### src/rtl/mbus_pkg.sv
package mbus_pkg;
  localparam int ADDR_W = 7;
  localparam int DATA_W = 8;
  localparam int SYNC_STAGES = 2;

  localparam logic [ADDR_W-1:0] ADDR_SEC  = 7'h00;
  localparam logic [ADDR_W-1:0] ADDR_REGA = 7'h0A;
  localparam logic [ADDR_W-1:0] ADDR_REGB = 7'h0B;
  localparam logic [ADDR_W-1:0] ADDR_REGC = 7'h0C;
  localparam logic [ADDR_W-1:0] ADDR_REGD = 7'h0D;

  typedef struct packed {
    logic latchAddr;
    logic commitWr;
    logic readC;
  } strobe_t;
endpackage

### src/rtl/mbus_ctrl.sv
module mbus_ctrl
  import mbus_pkg::*;
#(
  parameter int STAGES = SYNC_STAGES
) (
  input  logic    clk,
  input  logic    rstN,
  input  logic    asPin,
  input  logic    csN,
  input  logic    rdN,
  input  logic    wrN,
  input  logic    pwrFail,
  input  logic    isRegC,
  output strobe_t strb
);
  localparam int LAST = STAGES;
  localparam int NOW  = STAGES - 1;

  logic [STAGES:0] asSh;
  logic [STAGES:0] selSh;
  logic [STAGES:0] rdSh;
  logic [STAGES:0] wrSh;
  logic selRaw;

  assign selRaw = ~csN & ~pwrFail;

  always_ff @(posedge clk or negedge rstN) begin
    if (!rstN) begin
      asSh  <= '0;
      selSh <= '0;
      rdSh  <= '0;
      wrSh  <= '0;
    end else begin
      asSh  <= {asSh[STAGES-1:0], asPin};
      selSh <= {selSh[STAGES-1:0], selRaw};
      rdSh  <= {rdSh[STAGES-1:0], ~rdN};
      wrSh  <= {wrSh[STAGES-1:0], ~wrN};
    end
  end

  always_comb begin
    strb.latchAddr = asSh[LAST] & ~asSh[NOW];
    strb.commitWr  = wrSh[LAST] & ~wrSh[NOW] & selSh[NOW];
    strb.readC     = rdSh[NOW] & ~rdSh[LAST] & selSh[NOW] & isRegC;
  end

  AST_PULSE_SINGLE: assert property (@(posedge clk) disable iff (!rstN)
    strb.readC |=> !strb.readC);
endmodule

### src/rtl/mbus_dp.sv
module mbus_dp
  import mbus_pkg::*;
#(
  parameter int AW     = ADDR_W,
  parameter int DW     = DATA_W,
  parameter int STAGES = SYNC_STAGES
) (
  input  logic          clk,
  input  logic          rstN,
  input  logic [DW-1:0] busIn,
  input  strobe_t       strb,
  input  logic [DW-1:0] statusC,
  input  logic [DW-1:0] statusD,
  output logic [DW-1:0] rdData,
  output logic          isRegC,
  output logic [DW-1:0] regAOut,
  output logic [DW-1:0] regBOut
);
  localparam int DEPTH = 1 << AW;

  logic [DW-1:0] busSh [STAGES];
  logic [AW-1:0] addrLat;
  logic [DW-1:0] mem [DEPTH];
  logic [DW-1:0] wrByte;
  logic          roByte;
  logic          msbKeep;

  genvar g;
  generate
    for (g = 0; g < STAGES; g++) begin : gSync
      if (g == 0) begin : gFirst
        always_ff @(posedge clk or negedge rstN)
          if (!rstN) busSh[g] <= '0;
          else       busSh[g] <= busIn;
      end else begin : gNext
        always_ff @(posedge clk or negedge rstN)
          if (!rstN) busSh[g] <= '0;
          else       busSh[g] <= busSh[g-1];
      end
    end
  endgenerate

  always_ff @(posedge clk or negedge rstN) begin
    if (!rstN)               addrLat <= '0;
    else if (strb.latchAddr) addrLat <= busSh[STAGES-1][AW-1:0];
  end

  assign roByte  = (addrLat == ADDR_REGC) || (addrLat == ADDR_REGD);
  assign msbKeep = (addrLat == ADDR_SEC) || (addrLat == ADDR_REGA);

  always_comb begin
    wrByte = busSh[STAGES-1];
    if (msbKeep) wrByte[DW-1] = mem[addrLat][DW-1];
  end

  always_ff @(posedge clk) begin
    if (rstN && strb.commitWr && !roByte) mem[addrLat] <= wrByte;
  end

  always_comb begin
    if (addrLat == ADDR_REGC)      rdData = statusC;
    else if (addrLat == ADDR_REGD) rdData = statusD;
    else                           rdData = mem[addrLat];
  end

  assign isRegC  = (addrLat == ADDR_REGC);
  assign regAOut = mem[ADDR_REGA];
  assign regBOut = mem[ADDR_REGB];

  AST_PULSE_AT_C: assert property (@(posedge clk) disable iff (!rstN)
    strb.readC |-> addrLat == ADDR_REGC);
  AST_SEC_MSB_KEPT: assert property (@(posedge clk) disable iff (!rstN)
    (strb.commitWr && addrLat == ADDR_SEC) |=> mem[ADDR_SEC][DW-1] == $past(mem[ADDR_SEC][DW-1]));
  AST_REGA_MSB_KEPT: assert property (@(posedge clk) disable iff (!rstN)
    (strb.commitWr && addrLat == ADDR_REGA) |=> regAOut[DW-1] == $past(regAOut[DW-1]));
endmodule

### src/rtl/mbus_reg_port.sv
module mbus_reg_port
  import mbus_pkg::*;
(
  input  logic       clk,
  input  logic       rstN,
  input  logic [7:0] busIn,
  output logic [7:0] busOut,
  output logic       busOe,
  input  logic       asPin,
  input  logic       csN,
  input  logic       rdN,
  input  logic       wrN,
  input  logic       pwrFail,
  input  logic [7:0] statusC,
  input  logic [7:0] statusD,
  output logic [7:0] regAOut,
  output logic [7:0] regBOut,
  output logic       regCReadPulse
);
  strobe_t    strb;
  logic       isRegC;
  logic [7:0] rdData;

  mbus_ctrl #(.STAGES(SYNC_STAGES)) uCtrl (
    .clk(clk), .rstN(rstN), .asPin(asPin), .csN(csN), .rdN(rdN), .wrN(wrN),
    .pwrFail(pwrFail), .isRegC(isRegC), .strb(strb)
  );

  mbus_dp #(.AW(ADDR_W), .DW(DATA_W), .STAGES(SYNC_STAGES)) uDp (
    .clk(clk), .rstN(rstN), .busIn(busIn), .strb(strb), .statusC(statusC),
    .statusD(statusD), .rdData(rdData), .isRegC(isRegC), .regAOut(regAOut),
    .regBOut(regBOut)
  );

  assign busOe         = rstN & ~csN & ~rdN & ~pwrFail;
  assign busOut        = busOe ? rdData : '0;
  assign regCReadPulse = strb.readC;

  AST_OE_NEEDS_SEL: assert property (@(posedge clk)
    busOe |-> (!csN && !rdN && !pwrFail));
  AST_RESET_QUIET: assert property (@(posedge clk)
    !rstN |-> (!busOe && !regCReadPulse));
  AST_PWRFAIL_NO_OE: assert property (@(posedge clk)
    pwrFail |-> !busOe);
endmodule

### config.mk
export PLATFORM = sky130hd
export DESIGN_NAME = mbus_reg_port
export DESIGN_NICKNAME = d
export VERILOG_FILES = /design/src/rtl/mbus_pkg.sv /design/src/rtl/mbus_ctrl.sv /design/src/rtl/mbus_dp.sv /design/src/rtl/mbus_reg_port.sv
export SDC_FILE = /design/constraint.sdc
export NUM_CORES = 1
export LEC_CHECK = 0
export BUFFER_PORTS_ARGS = -buffer_cell sky130_fd_sc_hd__buf_2
export CAP_MARGIN = 30
export CELL_PAD_IN_SITES_DETAIL_PLACEMENT = 1
export CELL_PAD_IN_SITES_GLOBAL_PLACEMENT = 1
export CORE_AREA = 2 2 348 350
export CTS_BUF_LIST = sky130_fd_sc_hd__clkbuf_8
export CTS_CLUSTER_SIZE = 10
export DETAILED_ROUTE_END_ITERATION = 7
export DIE_AREA = 0 0 350 352
export GPL_TIMING_DRIVEN = 1
export PLACE_DENSITY = 0.65
export SYNTH_ARGS = -nofsm -noshare
export SYNTH_HDL_FRONTEND = slang
export SYNTH_HIERARCHICAL = 1
export SYNTH_SLANG_ARGS = --single-unit
### constraint.sdc
create_clock -name clk -period 13.9 [get_ports clk]
set_input_delay 1.39 -clock clk [delete_from_list [all_inputs] [get_ports clk]]
set_output_delay 1.39 -clock clk [all_outputs]
set_load 0.01 [all_outputs]
### After elaboration in Yosys (flattened, before gate mapping)

Memories as Yosys holds them, arrays and structs flattened.
Cells that the tools add are included.
Widths: inputs -> output; s select.

| word-level totals | value |
|---|---|
| memories | 1 |
| register bits after elaboration | 34 |
| output and inout bits | 26 |
| logic and storage cells | 40 |
| RAM bits | 1024 |

| cells by class | value |
|---|---|
| multiplexer cells | 6 |
| bitwise gates (word level) | 17 |
| reductions and logical operators | 6 |
| equal/unequal tests | 3 |

Memories:

| name | words | bits a word | read ports | clocked after memory_dff | write ports | line | RTL |
|---|---|---|---|---|---|---|---|
| uDp.mem | 128 | 8 | 3 | 0 | 1 | mbus_dp.sv:23 | `logic [DW-1:0] mem [DEPTH];` |

Operators with widths:

| cell | number |
|---|---|
| $mux 8 | 3 |
| $eq 7x4->1 const B | 3 |
| $and 1x1->1 | 10 |
| $logic_not 7->1 | 1 |
| $not 1->1 | 7 |
| $mux 1 | 3 |
| $logic_and 1x1->1 | 2 |
| $logic_or 1x1->1 | 2 |
| $logic_not 1->1 | 1 |

### Depth between registers and ports, before layout

| depth | value |
|---|---|
| depth in word-level cells | 7 |
| mapped depth | 12 |

### Hierarchy

The synthesis kept the hierarchy.

By module, submodules not included:

| module | cells an instance | instances | area each (µm²) |
|---|---|---|---|
| mbus_dp | 2211 | 1 | 41034.4 |
| mbus_ctrl | 17 | 1 | 311.5 |
| mbus_reg_port | 9 | 1 | 73.8 |

### Least setup slack after synthesis

Ideal clock, no wire load.

| timing path | value |
|---|---|
| path kind | flip-flop to flip-flop |
| start | register, netlist name uDp/addrLat[0] |
| end | memory uDp/mem[0][7] (netlist name), data pin |
| data arrival time | 6.690 ns |
| clock period less this slack | 7.888 ns |
| setup slack | 6.012 ns |
| stages on the path, launching flop included | 10 |
| required time | 12.703 ns |
| buffers on the path | 6 |
| path through | dfrtp_1 buf_6 buf_12 buf_6 buf_6 buf_4 clkbuf_1 nor3_1 nand3_1 o21ai_0 |

RTL lines:

| what | line |
|---|---|
| end, declared | mbus_dp.sv:23 |

### Worst setup path in the final report

| timing path | value |
|---|---|
| start | register uDp.addrLat[2] |
| end | output busOut[4] |

| between the ends | value |
|---|---|
| word-level cells in the longest chain between the ends | 4 |

RTL lines:

| what | line | RTL |
|---|---|---|
| start, declared | mbus_dp.sv:22 | `logic [AW-1:0] addrLat;` |
| start signal, assigned | mbus_dp.sv:45 | `else if (strb.latchAddr) addrLat <= busSh[STAGES-1][AW-1:0];` |
| $mem_v2 128x8 or $eq 7x4->1 (tied branches) | -- |  |
| $mux 8 | mbus_dp.sv:62 | `else if (addrLat == ADDR_REGD) rdData = statusD;` |
| $mux 8 * | mbus_dp.sv:61 | `if (addrLat == ADDR_REGC) rdData = statusC;` |
| named net rdData[4] | mbus_reg_port.sv:22 | `logic [7:0] rdData;` |
| $mux 8 * | mbus_reg_port.sv:36 | `assign busOut = busOe ? rdData : '0;` |
| end, declared | mbus_reg_port.sv:7 | `output logic [7:0] busOut,` |

Mark *: on every way through the listed nets, which the timed path passes. The rest lies on a longest branch.

==> impl_metrics.py <==
metrics = {
    "setup_path": {
        "critPathTopFamily": "simple AND/OR/NAND/NOR gates",
        "crit_type": "reg -> out",
        "crit_chain": "nor2b_4, buf_4, nand3_1, a211oi_1, a31oi_1, and2_1, buf_2",
        "worst-path-buf-inv": 2,
        "r2r_slack_ns": 8.60,
        "worst_r2r_endpoint": "uDp/mem[121][7]$_DFFE_PP_",
        "r2r-start": "uDp/addrLat[0]$_DFFE_PN0P_",
        "cp_data_required_time_ns": 12.51,
        "endpoint_kind": "primary output",
        "critPathSlowestCell": "a211oi_1",
        "cp_slowest_stage_delay_ns": 0.91,
        "arrival_ns": 5.72,
        "cp_max_fo": 58,
        "r2r.worst_path.cells": 10,
        "startpoint_type": "flop",
    },
    "timing": {
        "rsz0062_at_grt": "false",
        "hold_viol": 0,
        "tns_ns": 0,
        "skew_ns": 0.0328,
        "worstMarginPinSlew_ns": 1.15,
        "post-route-min-period_ns": 7.11,
        "whs_ns": 0.342,
        "fmax_mhz": 141,
        "worst_slack_ns": 6.79,
        "final.period_utilization_pct": 51.1,
        "drv_slew": 0,
        "relSlewSlack_pct": 23.6,
        "setup_violations": 0,
    },
    "final_layout": {
        "multi_input_area_um2": 9220,
        "postLayoutCellArea_um2": 46400,
        "seqCellArea_um2": 31500,
        "drive_gt1_share_pct": 17.4,
        "layout.nets": 2416,
        "n_fill_cell": 11800,
        "area_growth_pct": 12.1,
    },
    "power": {
        "total_power_w": 0.00666,
        "switchingPower_w": 0.00173,
        "clkPwrFrac_pct": 35.3,
        "seq_power_share_pct": 53.1,
        "comb_power_share_pct": 11.6,
        "vdd_drop_max_uv": 91.4,
        "switching_share_pct": 25.9,
        "p_int_w": 0.00494,
        "power_density_nw_per_um2": 144,
        "power_leakage_nw": 15.4,
    },
    "grt": {
        "overflow": 0,
        "grt_pass1_wl_mm": 162,
        "grt_pass1_vias": 23300,
        "track_usage_pct": 17.9,
        "antenna_found_initial": 1,
        "grt_start_max_net_pins": 146,
    },
    "clocking": {
        "cts_resized": 0,
        "clkSinkCount": 1052,
        "htree_num_levels": 4,
        "hold_buffers": 0,
        "cts_tree": "done",
        "clock_latency_ns": 0.83,
        "clk_pin_slew_ns": 0.06,
        "cts_setup_buffers": 0,
        "max-clock-path-buffers": 3,
        "cts_buffers": 166,
        "clockRootBuffer": "clkbuf_8",
    },
    "die": {
        "die_w_um": 350,
        "ioPinCount": 57,
        "initial_core_util_pct": 34.7,
        "die_h_um": 352,
        "dieArea_um2": 123000,
        "row_count": 127,
        "core_um2": 119000,
    },
    "routing": {
        "vias": 22000,
        "drc": 0,
        "drtAntennaViolNets": 0,
        "wl_per_cell_um": 26.7,
        "firstDrtPassIters": 5,
        "viasPerCell": 5.33,
        "first_iter_violations": 2185,
        "routed_wl_mm": 110,
    },
    "synth": {
        "synth_common_cells": "edfxtp_1 (1018), mux2i_1 (352), a22oi_1 (150)",
        "async_flop_share_pct": 3.23,
        "yosysMostFrequentCell": "edfxtp_1",
        "synthTopCellsByArea": "edfxtp_1 (74%), mux2i_1 (8.5%), mux4_2 (4.8%)",
        "yosysSeqAreaShare_pct": 75.9,
        "ys_ff_latch": 1052,
        "synthCells": 2237,
        "synth_top_area_share_pct": 73.8,
        "synth_ff_type": "edfxtp_1",
        "post_synth_num_cell_types": 56,
        "synth_top_area_cell": "edfxtp_1",
        "syn_area_um2": 41400,
        "yosys_warnings": 6,
        "synth-edff-count": 1018,
        "syn_avg_cell_area_um2": 18.5,
    },
    "hold_path": {
        "hp-class": "reg -> reg",
        "whs_path_depth": 0,
        "min-delay-start": "uDp/busSh[8]$_DFF_PN0_",
        "hold_end": "uDp/busSh[0]$_DFF_PN0_",
    },
    "job": {
        "maxCapViolations": 0,
    },
    "status": {
        "outcome": "completed",
    },
    "place": {
        "place_ws_ns": 7.55,
        "placed_area_um2": 43400,
        "dpl.hpwl_mm": 65.3,
        "finalWeightedCongestion": 0.800,
        "io_buffers": 56,
    },
}
-- power groups by stage --
stage | combinational (W) | sequential, W | clock (W)
floorplan | 0.000519 | 0.00359 | 0
global placement | 0.000755 | 0.00360 | 0
detailed placement | 0.000764 | 0.00361 | 0
CTS | 0.000767 | 0.00354 | 0.00242
global route | 0.000810 | 0.00354 | 0.00254
finish | 0.000772 | 0.00354 | 0.00235
-- kinds of logic (layout without fill, tap and decap cells) --
kind of cell,count (synthesis),after routing,share of synthesized area (%)
multiplexers,459,459,13.8
other,1,11,0.00905
XOR/XNOR,1,1,0.0211
buffers and inverters,135,404,2.09
flip-flops,1052,1052,75.9
AND/OR/NAND/NOR,342,342,3.88
AO/OA/AOI/OAI,247,247,4.33
-- cells in the final DEF (no fill, tap or decap), types with 4 or more instances in the layout --
cell type   count
buf_4          37
edfxtp_1     1018
clkinv_1       37
nand2_1        47
nand3b_1        5
o21ai_0         7
a21oi_1        16
and2_1         10
nand3_1        75
nor2_1        141
a31oi_1        14
dfrtp_1        24
mux4_2         88
buf_12          4
nor2b_1        19
nand4_1        14
conb_1         10
clkinv_2       14
buf_16          4
a22oi_1       150
dfrtp_4        10
mux2i_1       352
o22ai_1         7
a211oi_1       19
clkbuf_8      173
buf_2          56
clkinvlp_4      5
inv_1          66
nand2b_1        7
mux2_2         19
o21ai_1         7
-- worst register-to-register path, cell delays in order, from the launching register on --
cell      delay (ns)
dfrtp_4         1.02
buf_12          0.74
buf_12          0.81
mux2i_1         0.30
a22oi_1         0.11
nand3_1         0.13
nand4_1         0.20
a22o_1          0.30
a221oi_1        0.80
o21ai_4         0.09
buf_4           0.35
-- state kept, by name, summed over array words and instances (netlist names) --
name	count
uCtrl/selSh	2
uDp/busSh	16
uCtrl/wrSh	3
uDp/addrLat	7
uCtrl/rdSh	3
uCtrl/asSh	3
uDp/mem	1018
-- per-layer routing --
layer  wire length [µm]  vias up  GRT usage, %
li1                   -     9307             -
met1              46800    11700          24.6
met2              53400      847          28.7
met3               7400      189          3.27
met4               2860        0          5.91
met5                  0        -             0
-- worst max path at each step --
stage | from | endpoint | cells after the start | slack, ns
6_report | uDp/addrLat[2]$_DFFE_PN0P_ | busOut[4] | 7 | 6.79
5_1_grt | uDp/addrLat[0]$_DFFE_PN0P_ | busOut[6] | 11 | 6.42
4_1_cts | uDp/addrLat[0]$_DFFE_PN0P_ | busOut[7] | 11 | 6.64
3_5_place_dp | uDp/addrLat[0]$_DFFE_PN0P_ | busOut[7] | 11 | 7.55
3_3_place_gp | uDp/addrLat[0]$_DFFE_PN0P_ | busOut[7] | 11 | 7.66
2_1_floorplan | uDp/addrLat[0]$_DFFE_PN0P_ | uDp/mem[0][7]$_DFFE_PP_ | 9 | 6.01
-- final cells by class --
class / instances / share of cell area, %
Clock inverter: 125 / 1.22
Sequential cell: 1052 / 67.8
Clock buffer: 173 / 5.13
Inverter: 3 / 0.0243
Multi-Input combinational cell: 1059 / 19.9
Antenna cell: 1 / 0.00539
Timing Repair Buffer: 103 / 1.66
Tap cell: 1612 / 4.34
-- through the flow --
step	std cells	util [%]
CTS	4122	38.8
detailed placement	3824	36.4
global placement	3817	36.3
global route	4128	38.9
finish	4128	38.9
floorplan	2246	-
(Power assumes the default switching activity.)
